`src/rtl/cl_pad_packer.sv`:
```
module cl_pad_packer #(
  parameter int LINE_BYTES = 64,
  parameter int ADDR_W     = 48,
  parameter int LEN_W      = 16
) (
  input  logic                    clk,
  input  logic                    rst_n,
  input  logic                    in_valid,
  output logic                    in_ready,
  input  logic [7:0]              in_data,
  input  logic                    in_last,
  input  logic                    in_hdr,
  input  logic [ADDR_W-1:0]       in_base,
  output logic                    wr_valid,
  input  logic                    wr_ready,
  output logic [ADDR_W-1:0]       wr_addr,
  output logic [8*LINE_BYTES-1:0] wr_data,
  output logic [LINE_BYTES-1:0]   wr_be,
  output logic                    wr_last,
  output logic                    wr_hdr,
  output logic                    done_valid,
  output logic [LEN_W-1:0]        done_len,
  output logic                    done_hdr
);
  localparam int IDX_W  = $clog2(LINE_BYTES);
  localparam int LINE_W = 8 * LINE_BYTES;

  logic [LINE_W-1:0] line_q;
  logic [IDX_W-1:0]  idx_q;
  logic [ADDR_W-1:0] addr_q;
  logic [LEN_W-1:0]  len_q;
  logic              active_q, last_q, hdr_q, wv_q, dv_q;

  wire take      = in_valid && in_ready;
  wire issue     = wv_q && wr_ready;
  wire line_full = (idx_q == IDX_W'(LINE_BYTES - 1));

  assign in_ready   = !wv_q;
  assign wr_valid   = wv_q;
  assign wr_addr    = addr_q;
  assign wr_data    = line_q;
  assign wr_be      = '1;
  assign wr_last    = last_q;
  assign wr_hdr     = hdr_q;
  assign done_valid = dv_q;
  assign done_len   = len_q;
  assign done_hdr   = hdr_q;

  always_ff @(posedge clk) begin
    if (!rst_n) begin
      line_q   <= '0;
      idx_q    <= '0;
      addr_q   <= '0;
      len_q    <= '0;
      active_q <= 1'b0;
      last_q   <= 1'b0;
      hdr_q    <= 1'b0;
      wv_q     <= 1'b0;
      dv_q     <= 1'b0;
    end else begin
      dv_q <= issue && last_q;
      if (take) begin
        line_q[idx_q*8 +: 8] <= in_data;
        if (!active_q) begin
          addr_q   <= in_base & ~ADDR_W'(LINE_BYTES - 1);
          hdr_q    <= in_hdr;
          len_q    <= LEN_W'(1);
          active_q <= 1'b1;
        end else begin
          len_q <= len_q + LEN_W'(1);
        end
        if (line_full || in_last) begin
          wv_q   <= 1'b1;
          last_q <= in_last;
          idx_q  <= '0;
        end else begin
          idx_q <= idx_q + IDX_W'(1);
        end
      end
      if (issue) begin
        wv_q   <= 1'b0;
        line_q <= '0;
        if (last_q) active_q <= 1'b0;
        else        addr_q   <= addr_q + ADDR_W'(LINE_BYTES);
      end
    end
  end
endmodule

```
`config.mk`:
```
export PLATFORM = sky130hd
export DESIGN_NAME = cl_pad_packer
export DESIGN_NICKNAME = d
export VERILOG_FILES = /design/src/rtl/cl_pad_packer.sv
export SDC_FILE = /design/constraint.sdc
export NUM_CORES = 1
export LEC_CHECK = 0
export CAP_MARGIN = 20
export CORE_AREA = 2 2 421 214
export CTS_BUF_LIST = sky130_fd_sc_hd__clkbuf_8
export CTS_CLUSTER_SIZE = 12
export DETAILED_ROUTE_END_ITERATION = 6
export DIE_AREA = 0 0 423 216
export DONT_BUFFER_PORTS = 1
export PLACE_DENSITY = 0.38
export REMOVE_ABC_BUFFERS = 1
export SYNTH_ARGS = -nofsm -noshare
export SYNTH_HDL_FRONTEND = slang
export SYNTH_SLANG_ARGS = --single-unit
```
`constraint.sdc`:
```
create_clock -name clk -period 3.9 [get_ports clk]
set_input_delay 0.585 -clock clk [delete_from_list [all_inputs] [get_ports clk]]
set_output_delay 0.585 -clock clk [all_outputs]
set_load 0.02 [all_outputs]
```
* After elaboration in Yosys (flattened, before gate mapping)
Cells that the tools add are included.
W data, S select, Z words.
** Storage, ports and cells
- Register bits after elaboration :: 587
- Input port bits :: 62
- Output and inout port bits :: 646
- Word-level logic and storage cells :: 36
** Cells by class
- Eq/ne operators :: 1
- Reductions and logical operators :: 8
- Muxes and demuxes :: 10
- Bitwise gates (word level) :: 2
- Shift-type cells :: 2
- Add/sub/neg operators :: 4
** Operator list (count)
- $bwmux W512 :: 1
- $shift A8 B34 Y512 const A :: 1
- $shiftx A8 B34 Y512 :: 1
- $mux W48 :: 4
- $add A48 B7 Y48 const B :: 1
- $neg A9 Y34 :: 1
- $add A16 B1 Y16 const B :: 1
- $mux W16 :: 1
- $add A6 B1 Y6 const B :: 1
- $eq A6 B6 Y1 const B :: 1
- $mux W6 :: 1
- $reduce_and A2 Y1 :: 2
- $logic_and A1 B1 Y1 :: 3
- $mux W1 :: 3
- $not A1 Y1 :: 2
- $reduce_or A2 Y1 :: 1
- $logic_not A1 Y1 :: 1
- $logic_or A1 B1 Y1 :: 1

* Depth between registers and ports, before layout
- Depth in word-level cells :: 5
- Mapped depth :: 12
- Gate-level depth less buffers :: 8

* Least setup slack after synthesis
OpenSTA, ideal clock, no wires.
- Path kind :: reg-to-reg
- From :: register idx_q[0]
- To :: register line_q[78] (netlist: wr_data[78])
- Clock period less this slack :: 2.980 ns
- Arrival :: 2.854 ns
- Buffers on the path :: 4
- Data required time :: 3.774 ns
- Library setup time :: 0.126 ns
- Stages on the path, launching flop included :: 12
- Path slack :: 0.920 ns
- Cells stage by stage :: dfxtp_1 -> buf_2 -> clkinv_1 -> ha_1 -> buf_2 -> nor3b_2 -> xnor2_1 -> clkbuf_1 -> nand4_1 -> clkbuf_1 -> nand3_1 -> o21ai_0
** Between the ends
- Longest elaborated chain between the ends :: 3
- Elaborated cells on any way between the ends :: 4
- Classes of those cells :: 1 x add/sub; 2 x shift; 1 x mux
** Ends and longest elaborated chain
- start, declared :: RTL line 29 : logic [IDX_W-1:0] idx_q;
- start signal, assigned :: RTL line 77 : idx_q <= idx_q + IDX_W'(1);
- $neg A9 Y34 * :: RTL line 63 : line_q[idx_q*8 +: 8] <= in_data;
- $shiftx A8 B34 Y512 or $shift A8 B34 Y512 (tied branches) :: RTL line 63
- $bwmux W512 * :: RTL line 63
- end signal, assigned by index :: RTL line 63
- end, declared :: RTL line 28 : logic [LINE_W-1:0] line_q;
Mark *: on every way between the ends. The rest lies on a longest branch, timed or not.
A chain may end at the register's enable or synchronous reset.

* Worst setup path in the final report
- From :: register idx_q[1]
- To :: register line_q[401] (netlist: wr_data[401])
Same word-level chain as after synthesis.

==> flow_summary.toml <==
[sta]
fin_worst_skew_ps = 41.5
finalSetupViolCount = 0
tightest_slew_ps = 959
fmax_ghz = 0.280
finalHoldViolations = 0
grt_setup_unrepaired = "false"
min_period_over_period = 0.915
fin_crit_ps = 3570
maxSlewHeadroom = 0.358
worst_slack_ps = 333
drv_slew = 0
whs_ps = 73.6

[min_path]
hp-class = "input port to flop"
hold_depth = 2
hp-start = "in_data[3]"
whs_endpoint = "wr_data[371]$_SDFFE_PP0P_"

[logic_synthesis]
synth_fa_ha_area_frac = 0.00257
netlist_area_mm2 = 0.0244
synth-xor-area-share = 0.00853
syn_avg_cell_area_um2 = 8.87
synth_compound_area_frac = 0.0900
synth_simple_gate_area_frac = 0.232
yosysSeqAreaShare = 0.482
synth-main-ff-cell = "dfxtp_1"
ys_ff_latch = 587
synth_top_family_by_area = "simple AND/OR/NAND/NOR gates"
synth_mux_area_frac = 0.131
synth_edf_count = 0
synthCells = 2745
synthArstFlopShare = 0
yosysWarnings = 0
ys_types = 82

[cells_and_area]
layout_common_cells = "dfxtp_1, nand2_1, mux2i_1"
nets = 2849
fin_area_mm2 = 0.0281
mostFrequentLayoutCell = "dfxtp_1"
postLayoutCoreUtil = 0.321
layoutNonFillerInstCount = 4035
areaGrowthSynthToFinish_pct = 15.5
layout-drive-gt1-share = 0.103

[placed_design]
gp_congestion = 0.878
post-dp-hpwl_um = 72400
dp.cells = 3822
pre_cts_slack_ps = 285
port_buffers = 0
place_area_mm2 = 0.0257

[setup_path]
path_buf_inv = 2
reg2reg_to = "wr_data[401]$_SDFFE_PP0P_"
startpoint_type = "flop"
cp-end-kind = "flop"
cp_slowest_cell = "nand4_1"
timing.rr.start = "idx_q[1]$_SDFFE_PN0P_"
critPathRequiredTime_ps = 4550
crit_fanout = 16
crit_chain = "inv_1, ha_1, nor3b_2, xor2_4, buf_4, nand4_1, mux2i_1, nor2_1"
r2r_slack_ps = 330
rr_worst_depth = 8
crit_arrival_ps = 4220
max_stage_delay_ps = 790
critical-path-top-delay-family = "simple AND/OR/NAND/NOR gates"
worstSetupPathType = "flop to flop"

[cts]
cts_root_buf = "clkbuf_8"
cts_made_buffers = 92
cts_sinks = 587
clkSlewWorstSetupHoldPaths_ps = 70
tritoncts = "built"
clock_path_buffers = 3
htreeDepth = 3
cts_setup_buffers = 0
clk_latency_ps = 780

[detailed_routing]
vias = 20900
drt-total-wl_um = 106000
drt-initial-drc-count = 1799
vias_per_cell = 5.18
wl_met2_um = 44100
first_pass_iters = 5
wl_met1_um = 47700
drc = 0
antenna_left = 0
top_layer_used = "met4"
wl_met3_um = 10900
wl_per_cell_um = 26.3

[power_and_ir_drop]
power_density_mw_per_mm2 = 448
ir_worst_vdd_mv = 0.267
leakage_nw = 10.9

[die]
die_h_um = 216
start_util = 0.278
dieArea_mm2 = 0.0914
fp-row-count = 77
io_pins = 708
design.core.area_mm2 = 0.0877
die_x_um = 423

[global_route]
overflow = 0
antenna_found_initial = 11
grt_pass1_wl_um = 148000
grt_pass1_vias = 19600
grt_max_degree = 148
grt_usage = 0.223

[job]
cap_violations = 0

[outcome]
status = "completed"
how the worst max path moves through the flow:
stage                           from                   endpoint  slack [ps]  depth (start not counted)
6_report       idx_q[1]$_SDFFE_PN0P_  wr_data[401]$_SDFFE_PP0P_         330                          8
5_1_grt        idx_q[1]$_SDFFE_PN0P_   wr_data[19]$_SDFFE_PP0P_          60                          9
4_1_cts        idx_q[1]$_SDFFE_PN0P_  wr_data[403]$_SDFFE_PP0P_         280                          8
3_5_place_dp   idx_q[1]$_SDFFE_PN0P_  wr_data[403]$_SDFFE_PP0P_         280                          8
3_3_place_gp   idx_q[1]$_SDFFE_PN0P_  wr_data[406]$_SDFFE_PP0P_         340                          8
2_1_floorplan               wr_ready  wr_data[160]$_SDFFE_PP0P_      -26810                          5
sequential cells by signal (all words and copies together), names as in the netlist:
register	flops
idx_q	6
wr_data	512
done_len	16
wr_addr	48
wr_last	1
wr_valid	1
done_hdr	1
active_q	1
done_valid	1
metrics by stage:
stage	setup TNS [ps]	power, mW
final	0	12.6
after global placement	0	7.11
after detailed placement	0	7.12
after CTS	0	12.8
after floorplan	-8497870	6.76
after global routing	0	13.1
cells in the mapped netlist (9+ instances only):
| cell type | n | share of area |
|---|---|---|
| nand2_1 | 524 | 0.081 |
| mux2i_1 | 314 | 0.13 |
| nor3_1 | 22 | 0.0045 |
| nand3_2 | 11 | 0.0045 |
| and4_1 | 11 | 0.0040 |
| buf_4 | 70 | 0.022 |
| or3_1 | 11 | 0.0028 |
| clkbuf_1 | 143 | 0.022 |
| nand4_1 | 61 | 0.016 |
| nand3_1 | 260 | 0.053 |
| and2_1 | 17 | 0.0044 |
| a21oi_1 | 78 | 0.016 |
| xnor2_1 | 9 | 0.0032 |
| buf_1 | 18 | 0.0028 |
| buf_2 | 25 | 0.0051 |
| nor4_1 | 9 | 0.0023 |
| a22o_1 | 9 | 0.0032 |
| inv_1 | 9 | 0.0014 |
| and3_1 | 29 | 0.0074 |
| nor2b_1 | 11 | 0.0028 |
| xor2_1 | 11 | 0.0040 |
| nand2b_1 | 14 | 0.0036 |
| o31ai_1 | 9 | 0.0028 |
| dfxtp_1 | 587 | 0.48 |
| nor2_1 | 162 | 0.025 |
| o21ai_0 | 175 | 0.036 |
| a31oi_1 | 11 | 0.0028 |
cell type report:
type	instances	area [um2]
well taps	1185	1480
clock buffers	114	1570
flip-flops and latches	587	11800
fillers	9110	59500
inverters	10	37.5
clock inverters	44	299
multi-input cells	1955	11700
diodes	4	10.0
repair buffers	136	1280
logic make-up (layout without fill, tap and decap cells):
logic type,Yosys count,in the layout
buf+inv,266,304
other cells,1,68
xor+xnor,22,22
simple gates,1186,1186
flops,587,587
fa+ha+maj,5,5
mux,319,319
compound gates,359,359
where the power goes:
part           leakage, nW  total (mW)  switching (mW)  internal (mW)
logic                 5.13       0.966           0.735          0.231
registers             4.73        6.17           0.133           6.04
clock network         1.06        5.46            2.63           2.84
total                 10.9        12.6            3.49           9.11
what timing repair did:
| item | CTS | global route |
|---|---|---|
| hold endpoints to repair | 325 | 0 |
| gates resized for setup | 0 | 0 |
| hold buffers | 50 | 0 |
metal layers:
| layer | up-vias | global-route usage |
|---|---|---|
| li1 | 9550 | - |
| met1 | 10300 | 0.307 |
| met2 | 840 | 0.317 |
| met3 | 176 | 0.0841 |
| met4 | 0 | 0.0727 |
| met5 | - | 0 |
No activity file was read; power rests on OpenSTA's default activity.
